--- src/rtl/spim_pkg.sv ---
package spim_pkg;
  localparam int BYTE_W = 8;
  localparam int HALF_W = 6;
  localparam int ADDR_W = 2;

  localparam logic [ADDR_W-1:0] A_CTRL = 2'd0;
  localparam logic [ADDR_W-1:0] A_STAT = 2'd1;
  localparam logic [ADDR_W-1:0] A_DATA = 2'd2;

  typedef struct packed {
    logic       irq_en;
    logic       enable;
    logic       lsb_first;
    logic       master;
    logic       cpol;
    logic       cpha;
    logic [1:0] rate;
  } ctrl_t;

  // half-period length minus one, in system clocks
  function automatic logic [HALF_W-1:0] half_m1(input logic dbl, input logic [1:0] rate);
    case ({dbl, rate})
      3'b100:  return HALF_W'(0);
      3'b000:  return HALF_W'(1);
      3'b101:  return HALF_W'(3);
      3'b001:  return HALF_W'(7);
      3'b110:  return HALF_W'(15);
      3'b010:  return HALF_W'(31);
      3'b111:  return HALF_W'(31);
      default: return HALF_W'(63);
    endcase
  endfunction
endpackage

--- src/rtl/spim_rate.sv ---
module spim_rate
  import spim_pkg::*;
(
  input  logic              clk,
  input  logic              rst_n,
  input  logic              run,
  input  logic [HALF_W-1:0] limit,
  output logic              tick
);
  logic [HALF_W-1:0] cnt_q;

  assign tick = run && (cnt_q >= limit);

  always_ff @(posedge clk or negedge rst_n) begin
    if (!rst_n)               cnt_q <= '0;
    else if (!run || tick)    cnt_q <= '0;
    else                      cnt_q <= cnt_q + 1'b1;
  end
endmodule

--- src/rtl/spim_shift.sv ---
module spim_shift
  import spim_pkg::*;
(
  input  logic              clk,
  input  logic              rst_n,
  input  logic              enable,
  input  logic              start,
  input  logic [BYTE_W-1:0] tx_byte,
  input  logic              cpha,
  input  logic              lsb_first,
  input  logic              tick,
  input  logic              miso,
  output logic              busy,
  output logic              sck_act,
  output logic              mosi_q,
  output logic              done,
  output logic [BYTE_W-1:0] rx_byte
);
  localparam int IDX_W  = $clog2(BYTE_W);
  localparam int EDGE_W = IDX_W + 1;
  localparam logic [EDGE_W-1:0] LAST_EDGE = EDGE_W'(2*BYTE_W-1);
  localparam logic [IDX_W-1:0]  LAST_BIT  = IDX_W'(BYTE_W-1);

  logic [EDGE_W-1:0] edge_q;
  logic [BYTE_W-1:0] tx_q;
  logic [IDX_W-1:0]  bitn;
  logic              sample_now;

  function automatic logic [IDX_W-1:0] pos(input logic [IDX_W-1:0] idx, input logic lsb);
    return lsb ? idx : (LAST_BIT - idx);
  endfunction

  assign bitn       = edge_q[EDGE_W-1:1];
  assign sample_now = (edge_q[0] == cpha);

  always_ff @(posedge clk or negedge rst_n) begin
    if (!rst_n) begin
      busy    <= 1'b0;
      sck_act <= 1'b0;
      mosi_q  <= 1'b0;
      done    <= 1'b0;
      edge_q  <= '0;
      tx_q    <= '0;
      rx_byte <= '0;
    end else begin
      done <= 1'b0;
      if (!enable) begin
        busy    <= 1'b0;
        sck_act <= 1'b0;
      end else if (start && !busy) begin
        busy    <= 1'b1;
        sck_act <= 1'b0;
        edge_q  <= '0;
        tx_q    <= tx_byte;
        if (!cpha) mosi_q <= tx_byte[pos('0, lsb_first)];
      end else if (busy && tick) begin
        sck_act <= ~sck_act;
        edge_q  <= edge_q + 1'b1;
        if (sample_now) begin
          rx_byte[pos(bitn, lsb_first)] <= miso;
        end else if (cpha) begin
          mosi_q <= tx_q[pos(bitn, lsb_first)];
        end else if (bitn != LAST_BIT) begin
          mosi_q <= tx_q[pos(IDX_W'(bitn + 1'b1), lsb_first)];
        end
        if (edge_q == LAST_EDGE) begin
          busy <= 1'b0;
          done <= 1'b1;
        end
      end
    end
  end
endmodule

--- src/rtl/spim_regs.sv ---
module spim_regs
  import spim_pkg::*;
(
  input  logic              clk,
  input  logic              rst_n,
  input  logic [ADDR_W-1:0] bus_addr,
  input  logic              bus_wr,
  input  logic              bus_rd,
  input  logic [BYTE_W-1:0] bus_wdata,
  output logic [BYTE_W-1:0] bus_rdata,
  input  logic              busy,
  input  logic              done,
  input  logic [BYTE_W-1:0] rx_byte,
  output ctrl_t             ctrl_q,
  output logic              dbl_q,
  output logic              flag_q,
  output logic              coll_q,
  output logic              armed_q,
  output logic              start
);
  logic data_acc, data_wr, stat_rd;

  assign data_wr  = bus_wr && (bus_addr == A_DATA);
  assign data_acc = (bus_wr || bus_rd) && (bus_addr == A_DATA);
  assign stat_rd  = bus_rd && (bus_addr == A_STAT);
  assign start    = data_wr && !busy && ctrl_q.enable && ctrl_q.master;

  always_ff @(posedge clk or negedge rst_n) begin
    if (!rst_n) begin
      ctrl_q  <= '0;
      dbl_q   <= 1'b0;
      flag_q  <= 1'b0;
      coll_q  <= 1'b0;
      armed_q <= 1'b0;
    end else begin
      if (bus_wr && bus_addr == A_CTRL) ctrl_q <= ctrl_t'(bus_wdata);
      if (bus_wr && bus_addr == A_STAT) dbl_q  <= bus_wdata[0];
      if (stat_rd && (flag_q || coll_q)) armed_q <= 1'b1;
      if (data_acc && armed_q) begin
        flag_q  <= 1'b0;
        coll_q  <= 1'b0;
        armed_q <= 1'b0;
      end
      if (data_wr && busy) coll_q <= 1'b1;
      if (done)            flag_q <= 1'b1;
    end
  end

  always_comb begin
    case (bus_addr)
      A_CTRL:  bus_rdata = ctrl_q;
      A_STAT:  bus_rdata = {flag_q, coll_q, {(BYTE_W-3){1'b0}}, dbl_q};
      A_DATA:  bus_rdata = rx_byte;
      default: bus_rdata = '0;
    endcase
  end
endmodule

--- src/rtl/spim_ctrl.sv ---
module spim_ctrl
  import spim_pkg::*;
(
  input  logic              clk,
  input  logic              rst_n,
  input  logic [ADDR_W-1:0] bus_addr,
  input  logic              bus_wr,
  input  logic              bus_rd,
  input  logic [BYTE_W-1:0] bus_wdata,
  output logic [BYTE_W-1:0] bus_rdata,
  output logic              spi_sck,
  output logic              spi_mosi,
  input  logic              spi_miso
);
  ctrl_t             ctrl_q;
  logic              dbl_q, flag_q, coll_q, armed_q, start;
  logic              busy, sck_act, mosi_q, done, tick;
  logic [BYTE_W-1:0] rx_byte;

  spim_regs u_regs (
    .clk(clk), .rst_n(rst_n), .bus_addr(bus_addr), .bus_wr(bus_wr),
    .bus_rd(bus_rd), .bus_wdata(bus_wdata), .bus_rdata(bus_rdata),
    .busy(busy), .done(done), .rx_byte(rx_byte), .ctrl_q(ctrl_q),
    .dbl_q(dbl_q), .flag_q(flag_q), .coll_q(coll_q), .armed_q(armed_q),
    .start(start)
  );

  spim_rate u_rate (
    .clk(clk), .rst_n(rst_n), .run(busy),
    .limit(half_m1(dbl_q, ctrl_q.rate)), .tick(tick)
  );

  spim_shift u_shift (
    .clk(clk), .rst_n(rst_n), .enable(ctrl_q.enable), .start(start),
    .tx_byte(bus_wdata), .cpha(ctrl_q.cpha), .lsb_first(ctrl_q.lsb_first),
    .tick(tick), .miso(spi_miso), .busy(busy), .sck_act(sck_act),
    .mosi_q(mosi_q), .done(done), .rx_byte(rx_byte)
  );

  assign spi_sck  = ctrl_q.cpol ^ (sck_act & ctrl_q.enable);
  assign spi_mosi = ctrl_q.enable & mosi_q;
endmodule

--- config.mk ---
export PLATFORM = sky130hd
export DESIGN_NAME = spim_ctrl
export DESIGN_NICKNAME = d
export VERILOG_FILES = /design/src/rtl/spim_pkg.sv /design/src/rtl/spim_rate.sv /design/src/rtl/spim_shift.sv /design/src/rtl/spim_regs.sv /design/src/rtl/spim_ctrl.sv
export SDC_FILE = /design/constraint.sdc
export NUM_CORES = 1
export LEC_CHECK = 0
export BUFFER_PORTS_ARGS = -buffer_cell sky130_fd_sc_hd__buf_2
export CORE_MARGIN = 2
export CORE_UTILIZATION = 65
export DETAILED_ROUTE_END_ITERATION = 6
export GPL_ROUTABILITY_DRIVEN = 0
export PLACE_DENSITY = 0.95
export SYNTH_ARGS = -nofsm -noshare
export SYNTH_HDL_FRONTEND = slang
export SYNTH_SLANG_ARGS = --single-unit
--- constraint.sdc ---
create_clock -name clk -period 6.6 [get_ports clk]
set_input_delay 1.32 -clock clk [delete_from_list [all_inputs] [get_ports clk]]
set_output_delay 1.32 -clock clk [all_outputs]
set_load 0.03 [all_outputs]
# == Yosys cells after proc, flatten, opt, wreduce, memory -nomap -nowiden ==
# Index checks and enable logic that the tools add are counted.
# totals
out_inout_bits,10
elab_cells,120
ff_bits,42
# op_classes
n_addsub,5
eq_ne,15
n_lt_le_gt_ge,5
reduce_logical,32
mux,39
bitwise,5
# ops
operator,count
case mux 6 bit (6 select lines),1
two-way mux 1 bit,26
case mux 8 bit (3 select lines),1
logical AND 1 bit,15
"equality test 3 bit, second input constant",4
"< comparator 3 x 4 -> 1 bit, second input constant",3
binary-select mux 1 bit (select 3 bit),3
two-way mux 3 bit,3
bitwise mux 8 bit,1
two-way mux 4 bit,2
nonzero test 2 bit,4
"adder 6 x 1 -> 6 bit, second input constant",1
greater-or-equal comparator 6 bit,1
two-way mux 6 bit,1
"inequality test 3 x 1 -> 1 bit, second input constant",2
AND reduction 2 bit,3
"subtractor 3 bit, first input constant",2
AND reduction 5 bit,1
"adder 4 x 1 -> 4 bit, second input constant",1
"equality test 4 bit, second input constant",1
"inequality test 2 bit, second input constant",2
AND reduction 4 bit,1
"adder 3 x 1 -> 3 bit, second input constant",1
demux 1 bit (select 3 bit),1
16 further kinds,20

# == Depth between registers and ports, before layout ==
# Gate-level depths: netlist of run 1.
# depth
word_depth,10
mapped_depth,9
mapped_depth_nobuf,8

# == Cells and area by module ==
# From an unflattened synthesis of run 1, not the netlist that was laid out.
# unflattened
hier_cells,276
area_unflattened_um2,2775.2
# by_module_without_submodules
mod,area_each_um2,instances,cells_per_inst,seq_area_each_um2
spim_shift,1647.8,1,166,600.6
spim_regs,645.6,1,56,300.3
spim_rate,421.7,1,44,150.1
spim_ctrl,60.1,1,10,0.0

# == Least setup slack after synthesis of run 1 ==
# Ideal clock, no wire load.
# synth_path
kind,input port to output port
from,in bus_addr[0]
to,out bus_rdata[0]
cell_stages,3
t_required_ps,5280
slack_ps,2853
n_path_buf,1
t_arrival_ps,2427
cell_sequence,buf_1 mux2i_1 o21ai_0
# synth_between
elab_chain_cells,2
# synth_lines
element,line,text
start: declaration,spim_ctrl.sv:6,"input logic [ADDR_W-1:0] bus_addr,"
equality test 2 bit (tied with other cells),spim_regs.sv:50,case (bus_addr)
case mux 8 bit (3 select lines) (*),spim_regs.sv:50,
end: declaration,spim_ctrl.sv:10,"output logic [BYTE_W-1:0] bus_rdata,"
# Every way passes the cells marked *; elsewhere a longest branch is shown, timed or not.

# == Worst setup path in the final report of run 1 ==
# layout_path
from,in bus_addr[1]
to,out bus_rdata[7]
# The elaborated chain is that of the path after synthesis.

==> results of run 1 <==
## cell type report
type | instances | area share
timing repair buffer | 24 | 0.03902
clock inverter | 2 | 0.01220
multi-input combinational | 240 | 0.5528
inverter | 8 | 0.009756
tap | 52 | 0.02114
sequential | 42 | 0.3415
clock buffer | 6 | 0.02358
## cells by family (layout without fill, tap and decap cells)
logic type | after synthesis | count (layout) | share of synthesized area
compound gates | 75 | 75 | 0.2164
xor+xnor | 9 | 9 | 0.02732
fa+ha+maj | 10 | 10 | 0.04337
buf+inv | 27 | 40 | 0.04596
flops | 42 | 42 | 0.3643
mux | 28 | 28 | 0.1036
simple gates | 118 | 118 | 0.1990
## report_power, final
part	internal (W)	switching, W
Clock	0.000113	0.0000933
Sequential	0.000307	0.000113
Combinational	0.000163	0.000190
## registers in the layout, summed over array words and instances (netlist names)
name / cells
u_shift.sck_act: 1
u_regs.flag_q: 1
u_regs.coll_q: 1
u_regs.ctrl_q: 8
u_shift.done: 1
u_shift.busy: 1
u_regs.armed_q: 1
u_shift.tx_q: 8
u_rate.cnt_q: 6
u_regs.dbl_q: 1
u_shift.mosi_q: 1
u_shift.rx_byte: 8
u_shift.edge_q: 4
## final timing paths
kind	from	cells after the start	end	slack, ns
max reg2reg	u_regs.ctrl_q[1]$_DFFE_PN0P_	7	u_shift.rx_byte[0]$_DFFE_PN0P_	3.68
max	bus_addr[1]	5	bus_rdata[7]	2.95
min	u_shift.done$_DFF_PN0_	1	u_regs.flag_q$_DFFE_PN0P_	0.44
min in group asynchronous	rst_n	1	u_regs.coll_q$_DFFE_PN0P_	1.14
max in group asynchronous	rst_n	1	u_shift.tx_q[5]$_DFFE_PN0P_	4.86
min reg2reg	u_shift.done$_DFF_PN0_	1	u_regs.flag_q$_DFFE_PN0P_	0.44
## critical path, delay by kind of cell
family	cells	cell delay, ns
buffers and inverters	2	0.47
AOI/OAI and AO/OA	1	0.08
and+or+nand+nor	2	0.46
## Yosys cell counts (2+ instances only)
cell type | number | area share
a211o_1 | 2 | 0.0061
a21oi_1 | 8 | 0.014
a221oi_1 | 5 | 0.015
a221oi_2 | 5 | 0.026
a41oi_1 | 9 | 0.027
and2_1 | 3 | 0.0065
buf_1 | 4 | 0.0052
buf_2 | 7 | 0.012
buf_4 | 2 | 0.0052
buf_6 | 2 | 0.0078
clkbuf_1 | 4 | 0.0052
dfrtp_1 | 42 | 0.36
ha_1 | 10 | 0.043
inv_1 | 7 | 0.0091
mux2_2 | 10 | 0.039
mux2i_1 | 16 | 0.056
nand2_1 | 46 | 0.060
nand2b_1 | 3 | 0.0065
nand3_1 | 6 | 0.010
nand3b_1 | 2 | 0.0052
nand4_1 | 3 | 0.0065
nor2_1 | 26 | 0.034
nor2b_1 | 7 | 0.015
nor3_1 | 4 | 0.0069
nor3b_1 | 2 | 0.0052
nor4_1 | 2 | 0.0043
o211ai_1 | 2 | 0.0052
o21ai_0 | 13 | 0.023
o22ai_1 | 4 | 0.0087
o31ai_1 | 5 | 0.013
o32ai_1 | 7 | 0.021
or2_2 | 4 | 0.0087
or4_1 | 2 | 0.0052
xnor2_1 | 5 | 0.015
xor2_1 | 4 | 0.012
## stage by stage
step                hold WS [ns]  setup WS [ns]
finish                    0.4417          2.954
global route              0.4538          2.848
CTS                       0.4433          2.965
detailed placement        0.4238          2.969
global placement          0.4097          3.010
floorplan                 0.4044          2.853
## layer usage
metal / vias to the layer above / share of wire / GRT usage
met3: 21 / 0.095 / 0.07407
met5: - / 0 / 0
met4: 0 / 0.023 / 0.1069
li1: 1170 / - / -
met1: 1176 / 0.41 / 0.4041
met2: 162 / 0.47 / 0.4560
==> impl_metrics.yaml, run 1 <==
worst_setup_path:
  crit_path_end_kind: "output port"
  slowest_stage: "nor2b_1"
  cp-start-kind: "input pin"
  crit_required_ns: 5.28
  crit_arrival_ns: 2.33
  crit_path_frequent_cell: "buf_2"
  path_cells: "buf_2, nor2b_1, nand2_1, o21ai_0, buf_2"
  crit_type: "in -> out"
  slowest_delay_ns: 0.36
  cp_max_fo: 13
drt:
  drt.antenna.violating_nets: 0
  vias_per_cell: 6.762
  routed_wl_mm: 6.784
  dr_total_vias: 2529
  dr.pass1.iters: 5
  routedWlPerCell_um: 18.14
  drtIter0Drc: 392
  drcViolationCount: 0
power_and_ir_drop:
  irDropWorstVdd_mv: 0.1965
  powerDensity_nw_per_um2: 318.3
  total_power_w: 0.0009798
  p_leak_nw: 1.309
placement:
  post-dp-hpwl_mm: 4.698
  place_area_sq_um: 2968
  dp_cells: 366
  port_buffers: 24
floorplanning:
  die_area_sq_um: 4988
  core_area_sq_um: 4324
  io_pins: 25
  die_h_um: 70.63
  rows: 24
  die_w_um: 70.63
  start_util: 0.6672
yosys:
  synth_area_sq_um: 2885
  synthArstFlopShare: 1.000
  synth-edff-count: 0
  synth-seq-cells: 42
  postSynthCellCount: 309
  synthFlopType: "dfrtp_1"
  yosys_warnings: 0
  seq_area_frac_synth: 0.3643
  synth_nets: 334
  avgSynthCellArea_sq_um: 9.337
  ys_types: 61
timing:
  maxSlewHeadroom: 0.3566
  hold_viol: 0
  setup_tns_ns: 0
  finalClockSkew_ns: 0.01294
  post-route-period-util: 0.5524
  setup_viol: 0
  slew_violations: 0
  fmax_mhz: 274.3
  fin_crit_ns: 3.646
  rsz0062_at_grt: "false"
  tightest_slew_ns: 0.9651
clock_tree:
  cts-buffers-inserted: 5
  post_cts_resize_count: 0
  clock_latency_ns: 0.31
  clock_sinks: 42
  post-cts-setup-buffer-count: 0
  cts_tree: "done"
  cts_buffer_depth: 2
  cts_root_buffer: "clkbuf_8"
  ctsHoldBuffers: 0
  cts.htree.levels: 2
  clk_pin_slew_worst_paths_ns: 0.09
grt:
  grt_overflow: 0
  grt_use_total: 0.2940
  grt_pass1_vias: 2389
  grt_pass1_wl_mm: 11.75
  grt_start_max_net_pins: 43
  antenna_found_initial: 0
final_layout:
  multiInputGateArea_sq_um: 1702
  final_util: 0.7118
  nets: 346
  layout_commonest_cell: "nand2_1"
  area_delta_synth_final_pct: 6.678
  drive_gt1_frac: 0.1894
  fin_cells: 374
  layout_common_cells: "nand2_1, dfrtp_1, nor2_1, buf_2, mux2i_1"
  fillers: 329
  final_cell_area_sq_um: 3078
  regArea_sq_um: 1051
  antenna_cells: 0
run:
  cap_violations: 0
status:
  status: "finished, final reports clean"
min_path:
  holdCritPathClass: "reg -> reg"
(Power assumes the default switching activity.)
==> run 2: changes to the inputs <==
Settings changed: CORE_UTILIZATION 65 to 54, PLACE_DENSITY 0.95 to 0.87.
Clock period 6.6 ns to 3.1 ns, I/O delays scaled along.
==> run 2 against run 1 <==
Sequential share of layout area fell by 0.49 points. Worst hold slack got worse by 0.0078 ns. Combinational power rose by 130%. Via count fell by 0.87%. Sequential power rose by 100%. Die area rose by 19%. Core utilization fell by 10 points. Cell count rose by 6.1%. Non-clock buffer count rose by 5. Critical path type is now reg -> reg. Highest routed layer unchanged.
==> impl_metrics.yaml, run 2 (same netlist as run 1, synthesis figures left out) <==
final_layout:
  antenna_cells: 0
  layout_commonest_cell: "nand2_1"
  fillers: 455
  layout_common_cells: "nand2_1, dfrtp_1, nor2_1, buf_2, mux2i_1"
  drive_gt1_frac: 0.2049
  largestRegisters: "u_regs.ctrl_q (8), u_shift.rx_byte (8), u_shift.tx_q (8)"
  fin_cells: 397
  area_delta_synth_final_pct: 8.240
  nets: 351
timing:
  tightest_slew_ns: 0.9459
  setup_viol: 0
  fin_crit_ns: 2.744
  maxSlewHeadroom: 0.3694
  rsz0062_at_grt: "false"
  slew_violations: 0
  post-route-period-util: 0.8851
  fmax_mhz: 364.4
  hold_viol: 0
  hold_slack_ns: 0.4339
  finalClockSkew_ns: 0.009044
  setup_tns_ns: 0
drt:
  vias_per_cell: 6.315
  drcViolationCount: 0
  routed_wl_mm: 6.905
  drt.antenna.violating_nets: 0
  dr_total_vias: 2507
  drtIter0Drc: 243
  dr.pass1.iters: 5
  routedWlPerCell_um: 17.39
grt:
  grt_pass1_wl_mm: 11.52
  grt_pass1_vias: 2358
  grt_start_max_net_pins: 43
  grt_use_total: 0.2429
  grt_overflow: 0
  antenna_found_initial: 0
worst_setup_path:
  r2r-end: "u_shift.rx_byte[1]$_DFFE_PN0P_"
  cp-start-kind: "flip-flop"
  r2r_cells: 7
  crit_required_ns: 3.30
  cp_max_fo: 16
  crit_path_end_kind: "flip-flop"
  crit_type: "reg -> reg"
  ff2ff_setup_slack_ns: 0.36
  r2r_start: "u_regs.ctrl_q[1]$_DFFE_PN0P_"
  crit_arrival_ns: 2.94
placement:
  post-dp-hpwl_mm: 4.959
  dp_cells: 389
  port_buffers: 24
clock_tree:
  post-cts-setup-buffer-count: 0
  post_cts_resize_count: 0
  cts_root_buffer: "clkbuf_8"
  cts_buffer_depth: 2
  clock_sinks: 42
  cts-buffers-inserted: 5
  ctsHoldBuffers: 0
  clock_latency_ns: 0.30
  clk_pin_slew_worst_paths_ns: 0.09
  cts_tree: "done"
  cts.htree.levels: 2
floorplanning:
  die_h_um: 77.10
  die_w_um: 77.10
  io_pins: 25
  core_area_sq_um: 5140
  start_util: 0.5613
  die_area_sq_um: 5944
  rows: 26
run:
  cap_violations: 0
power_and_ir_drop:
  p_leak_nw: 1.330
  powerDensity_nw_per_um2: 652.8
  irDropWorstVdd_mv: 0.3643
min_path:
  hold_path_end: "u_regs.flag_q$_DFFE_PN0P_"
  hp-start: "u_shift.done$_DFF_PN0_"
  worstHoldPathCells: 1
  holdCritPathClass: "reg -> reg"
status:
  status: "finished, final reports clean"
## run 2: worst max path at each step
stage,startpoint,endpoint,slack [ns]
2_1_floorplan,u_regs.ctrl_q[1]$_DFFE_PN0P_,u_shift.rx_byte[4]$_DFFE_PN0P_,0.74
3_3_place_gp,u_regs.ctrl_q[1]$_DFFE_PN0P_,u_shift.rx_byte[5]$_DFFE_PN0P_,0.56
3_5_place_dp,u_regs.ctrl_q[1]$_DFFE_PN0P_,u_shift.rx_byte[1]$_DFFE_PN0P_,0.41
4_1_cts,u_regs.ctrl_q[1]$_DFFE_PN0P_,u_shift.rx_byte[1]$_DFFE_PN0P_,0.40
5_1_grt,u_regs.ctrl_q[1]$_DFFE_PN0P_,u_shift.rx_byte[1]$_DFFE_PN0P_,0.23
6_report,u_regs.ctrl_q[1]$_DFFE_PN0P_,u_shift.rx_byte[1]$_DFFE_PN0P_,0.36
## run 2: worst max-delay path, cell delays in order (launching register included)
cell and delay [ns]:
dfrtp_1 0.46, or3_1 0.41, ha_1 0.29, nand2b_4 0.14, a21o_4 0.23, a211oi_4 0.60, o32ai_1 0.20, a221oi_1 0.31
## run 2: metrics by stage
step	utilization	instance area (sq um)	power, W	setup slack (ns)
global route	0.6076	3123	0.002169	0.2266
detailed placement	0.5891	3028	0.001646	0.4068
finish	0.6076	3123	0.002039	0.3561
global placement	0.5891	3028	0.001610	0.5639
floorplan	-	2885	0.001461	0.7421
CTS	0.6076	3123	0.002029	0.3961
## run 2: routing by layer
metal	vias up	wire length (um)	track usage
met5	-	0	0
met4	0	108	0.08214
met3	9	480	0.03176
met2	110	3240	0.3860
met1	1212	3075	0.3434
li1	1176	-	-
## run 2: where the power goes
part	total [W]	internal, W	switching, W
Clock	0.000380	0.000179	0.000201
Sequential	0.000845	0.000655	0.000190
Combinational	0.000814	0.000363	0.000452
## run 2: area by class of cell
type	instances	area, sq um	share of cell area
clock buffer	6	82.58	0.02644
timing repair buffer	29	157.7	0.05048
tap	70	87.58	0.02804
sequential	42	1051	0.3365
multi-input combinational	240	1702	0.5449
inverter	8	30.03	0.009615
clock inverter	2	12.51	0.004006
